## src/rtl/ilk_pkg.sv

```systemverilog
package ilk_pkg;

  // Producer slot order inside the hazard detector
  typedef enum int {
    PROD_ALU = 0,
    PROD_MEM = 1
  } prod_slot_e;

  localparam int NUM_PROD = 2;

  // A producer can only block decode while it is a load that still writes
  function automatic logic load_in_flight(input logic is_load, input logic wen);
    return is_load & wen;
  endfunction

endpackage

```

## src/rtl/ilk_src_match.sv

```systemverilog
module ilk_src_match #(
  parameter int REG_W = 5
) (
  input  logic [REG_W-1:0] src_idx,
  input  logic             src_use,
  input  logic [REG_W-1:0] prod_dst,
  input  logic             prod_live,
  output logic             hit
);
  localparam logic [REG_W-1:0] ZERO_IDX = '0;

  // Register zero is hard-wired, so it never carries a pending load
  assign hit = src_use & prod_live & (src_idx != ZERO_IDX) & (src_idx == prod_dst);

endmodule

```

## src/rtl/ilk_hazard_detect.sv

```systemverilog
module ilk_hazard_detect #(
  parameter int REG_W    = 5,
  parameter int NUM_SRC  = 2,
  parameter int NUM_PROD = 2
) (
  input  logic [NUM_SRC-1:0][REG_W-1:0]  src_idx,
  input  logic [NUM_SRC-1:0]             src_use,
  input  logic [NUM_PROD-1:0][REG_W-1:0] prod_dst,
  input  logic [NUM_PROD-1:0]            prod_is_load,
  input  logic [NUM_PROD-1:0]            prod_wen,
  output logic [NUM_PROD-1:0]            prod_hit
);
  logic [NUM_PROD-1:0][NUM_SRC-1:0] pair_hit;
  logic [NUM_PROD-1:0]              prod_live;

  for (genvar p = 0; p < NUM_PROD; p++) begin : g_prod
    assign prod_live[p] = ilk_pkg::load_in_flight(prod_is_load[p], prod_wen[p]);

    for (genvar s = 0; s < NUM_SRC; s++) begin : g_src
      ilk_src_match #(.REG_W(REG_W)) u_match (
        .src_idx  (src_idx[s]),
        .src_use  (src_use[s]),
        .prod_dst (prod_dst[p]),
        .prod_live(prod_live[p]),
        .hit      (pair_hit[p][s])
      );
    end

    assign prod_hit[p] = |pair_hit[p];
  end

endmodule

```

## src/rtl/ilk_stall_ctl.sv

```systemverilog
module ilk_stall_ctl #(
  parameter int NUM_PROD = 2
) (
  input  logic                clk,
  input  logic                rst_n,
  input  logic [NUM_PROD-1:0] prod_hit,
  output logic                stall,
  output logic                fetch_en,
  output logic                nop_ins
);
  always_comb begin
    stall    = rst_n & (|prod_hit);
    fetch_en = ~stall;
    // During reset the ALU-stage register is cleared to a NOP
    nop_ins  = stall | ~rst_n;
  end

  always @(posedge clk) begin
    if (!rst_n) begin
      AST_RESET_CLEAR: assert (fetch_en && nop_ins);
    end
  end

  AST_OUTPUTS_COMPLEMENT: assert property (@(posedge clk) disable iff (!rst_n)
    fetch_en != nop_ins);

  AST_STALL_BOUND: assert property (@(posedge clk) disable iff (!rst_n)
    (stall && $past(stall)) |=> !stall);

endmodule

```

## src/rtl/load_use_interlock.sv

```systemverilog
module load_use_interlock #(
  parameter int REG_W   = 5,
  parameter int NUM_SRC = 2
) (
  input  logic                         clk,
  input  logic                         rst_n,
  input  logic [NUM_SRC-1:0][REG_W-1:0] dec_src_idx,
  input  logic [NUM_SRC-1:0]            dec_src_use,
  input  logic [REG_W-1:0]              ex_dst,
  input  logic                         ex_is_load,
  input  logic                         ex_wen,
  input  logic [REG_W-1:0]              mem_dst,
  input  logic                         mem_is_load,
  input  logic                         mem_wen,
  output logic                         fetch_en,
  output logic                         nop_ins
);
  import ilk_pkg::*;

  localparam int ALU_I = int'(PROD_ALU);
  localparam int MEM_I = int'(PROD_MEM);

  logic [NUM_PROD-1:0][REG_W-1:0] prod_dst;
  logic [NUM_PROD-1:0]            prod_is_load;
  logic [NUM_PROD-1:0]            prod_wen;
  logic [NUM_PROD-1:0]            prod_hit;
  logic                           stall;

  always_comb begin
    prod_dst[ALU_I]     = ex_dst;
    prod_is_load[ALU_I] = ex_is_load;
    prod_wen[ALU_I]     = ex_wen;
    prod_dst[MEM_I]     = mem_dst;
    prod_is_load[MEM_I] = mem_is_load;
    prod_wen[MEM_I]     = mem_wen;
  end

  ilk_hazard_detect #(
    .REG_W   (REG_W),
    .NUM_SRC (NUM_SRC),
    .NUM_PROD(NUM_PROD)
  ) u_detect (
    .src_idx     (dec_src_idx),
    .src_use     (dec_src_use),
    .prod_dst    (prod_dst),
    .prod_is_load(prod_is_load),
    .prod_wen    (prod_wen),
    .prod_hit    (prod_hit)
  );

  ilk_stall_ctl #(.NUM_PROD(NUM_PROD)) u_ctl (
    .clk     (clk),
    .rst_n   (rst_n),
    .prod_hit(prod_hit),
    .stall   (stall),
    .fetch_en(fetch_en),
    .nop_ins (nop_ins)
  );

  AST_BUBBLE_NO_WRITE: assert property (@(posedge clk) disable iff (!rst_n)
    nop_ins |=> !ex_wen);

  AST_MEM_ONE_CYCLE: assert property (@(posedge clk) disable iff (!rst_n)
    (stall && !prod_hit[ALU_I]) |=> !stall);

  AST_NO_LOAD_NO_STALL: assert property (@(posedge clk) disable iff (!rst_n)
    (!(ex_is_load && ex_wen) && !(mem_is_load && mem_wen)) |-> (fetch_en && !nop_ins));

endmodule

```

## config.mk

```make
export PLATFORM = sky130hd
export DESIGN_NAME = load_use_interlock
export DESIGN_NICKNAME = d
export VERILOG_FILES = /design/src/rtl/ilk_pkg.sv /design/src/rtl/ilk_src_match.sv /design/src/rtl/ilk_hazard_detect.sv /design/src/rtl/ilk_stall_ctl.sv /design/src/rtl/load_use_interlock.sv
export SDC_FILE = /design/constraint.sdc
export NUM_CORES = 1
export LEC_CHECK = 0
export BUFFER_PORTS_ARGS = -buffer_cell sky130_fd_sc_hd__buf_4
export CORE_AREA = 4 4 41 43
export DETAILED_ROUTE_END_ITERATION = 10
export DIE_AREA = 0 0 45 47
export SYNTH_ARGS = -nofsm -noshare
export SYNTH_HDL_FRONTEND = slang
export SYNTH_HIERARCHICAL = 1
export SYNTH_SLANG_ARGS = --single-unit
```

## constraint.sdc

```tcl
create_clock -name vclk -period 1.5
set_input_delay 0.15 -clock vclk [all_inputs]
set_output_delay 0.15 -clock vclk [all_outputs]
set_load 0.02 [all_outputs]
```

==> results.tsv <==
stage	metric	value	unit
power_and_ir_drop	p_per_area	263	nW/um^2
yosys	synth_cells	46	
grt	grt.total_usage	12.3	%
setup_path	crit_chain	buf_4, nor4_2, o21ai_1, nor3b_2, or2_1, or3b_1, buf_6	
floorplanning	die_h	47	microns
sta	final.min_clock_period	1.71	ns
grt	grt_pass1_wl	1970	microns
cells_and_area	nFlopsAndLatches	0	
sta	rsz0062_at_grt	true	
setup_path	setup.worst_path.start_class	primary input	
route	drc	0	
sta	hold_viol_final	0	
outcome	failed_checks	setup timing	
floorplanning	core	1300	sq um
sta	timing.fmax	585	MHz
floorplanning	num_rows	13	
yosys	synth_fp_nets	74	
power_and_ir_drop	ir_worst_vdd	0.000128	V
job	cap_violations	0	
route	drt_wl_total	1290	microns
setup_path	cp_max_fo	3	
route	route.antenna.remaining_nets	0	
sta	min_period_over_period	114	%
place	io_buffer_count	29	
setup_path	crit_family	simple AND/OR/NAND/NOR gates	
grt	grt_pass1_vias	485	
yosys	synth_area_per_cell	7.48	sq um
cells_and_area	drive_gt1_share	57.6	%
floorplanning	start_util	26.4	%
sta	hold_ws	0.585	ns
setup_path	required	1.35	ns
setup_path	slowest_delay	0.37	ns
setup_path	critPathSlowestCell	or3b_1	
setup_path	critical_path_class	in2out	
place	dpl.hpwl	1140	microns
cells_and_area	n_clock_buffer	0	
route	drt_iter0_markers	8	
cells_and_area	area_growth	112	%
floorplanning	die_w	45	microns
cells_and_area	seq_area	0	sq um
place	place_congestion	0.767	
sta	setup_slack	-0.210	ns
floorplanning	die_area	2120	sq um
grt	antenna_found_initial	0	
outcome	status	finished with violations	
route	post_drt_wl_per_cell	12.9	microns
floorplanning	io_pins	30	
power_and_ir_drop	leakagePower	0.300	nW
grt	grt_max_degree	5	
yosys	yosysWarnings	6	
sta	relSlewSlack	84.4	%
setup_path	crit_buf_inv	2	
setup_path	worstSetupEndpointType	primary output	
sta	setup_viol_count_final	2	
yosys	syn-cell-area	344	sq um
route	vias	493	
min_path	hp-class	in2out	
grt	gr-total-overflow	0	
sta	maxSlewViolCount	0	
sta	worstMarginPinSlew	0.232	ns
place	dpl_worst_slack	-0.237	ns
setup_path	worstPathArrival	1.56	ns
cells_and_area	final_nets	115	
route	viasPerCell	4.93	
cells_and_area	antennaDiodeCount	0	
route	drt_pre_antenna_iters	4	
[metrics by stage]
stage	utilization [%]	setup TNS, ns	instance area [sq um]	instances	power, W
5_1_grt	56.2	-0.287	731	100	0.000207
4_1_cts	53.7	-0.206	698	99	0.000182
3_3_place_gp	49.8	-0.251	648	99	0.000165
2_1_floorplan	-	0	344	46	0.0000622
3_5_place_dp	49.8	-0.310	648	99	0.000168
6_report	56.2	-0.218	731	100	0.000192
[tightest hold or removal path, cell delays in order]
cell	delay, ns
buf_4	0.08
o21ai_1	0.05
buf_4	0.15
[cells in the final DEF, fill, tap and decap left out]
master and count:
and2_1 2, buf_4 35, buf_6 3, buf_8 1, inv_1 4, nand3_1 4
nor3b_2 4, nor4_2 2, nor4_4 2, o2111ai_1 3, o2111ai_2 1, o21ai_1 5
or2_1 2, or3b_1 1, xnor2_1 15, xnor2_2 1
[routing by layer]
metal,up-vias,wire length (microns),GRT usage (%)
met3,4,89,1.92
met2,16,685,22.9
met1,227,490,14.6
met5,-,0,0
li1,246,-,-
met4,0,26,2.92
[timing repair]
item,CTS,global route
endpoints found under the setup margin,2,2
cloned,0,0
hold endpoints to repair,0,0
pin swaps,0,2
gates resized for setup,11,7
buffers inserted,0,1
hold buffers,0,0
[power by group]
group	switching (W)	internal, W
clock	0	0
combinational	0.0000775	0.000115
sequential	0	0
total	0.0000775	0.000115
[path summary, 6_finish.rpt]
kind	start	to	slack [ns]	cells after the start
worst min-delay path	rst_n	fetch_en	0.58	3
worst max-delay path	dec_src_idx[7]	nop_ins	-0.21	7
[area by class of cell]
cell class	count	area (sq um)
fill	124	571
tap	15	18.8
inverter	4	15.0
multi-input combinational	42	385
timing repair buffer	39	312
(Power assumes the default switching activity.)
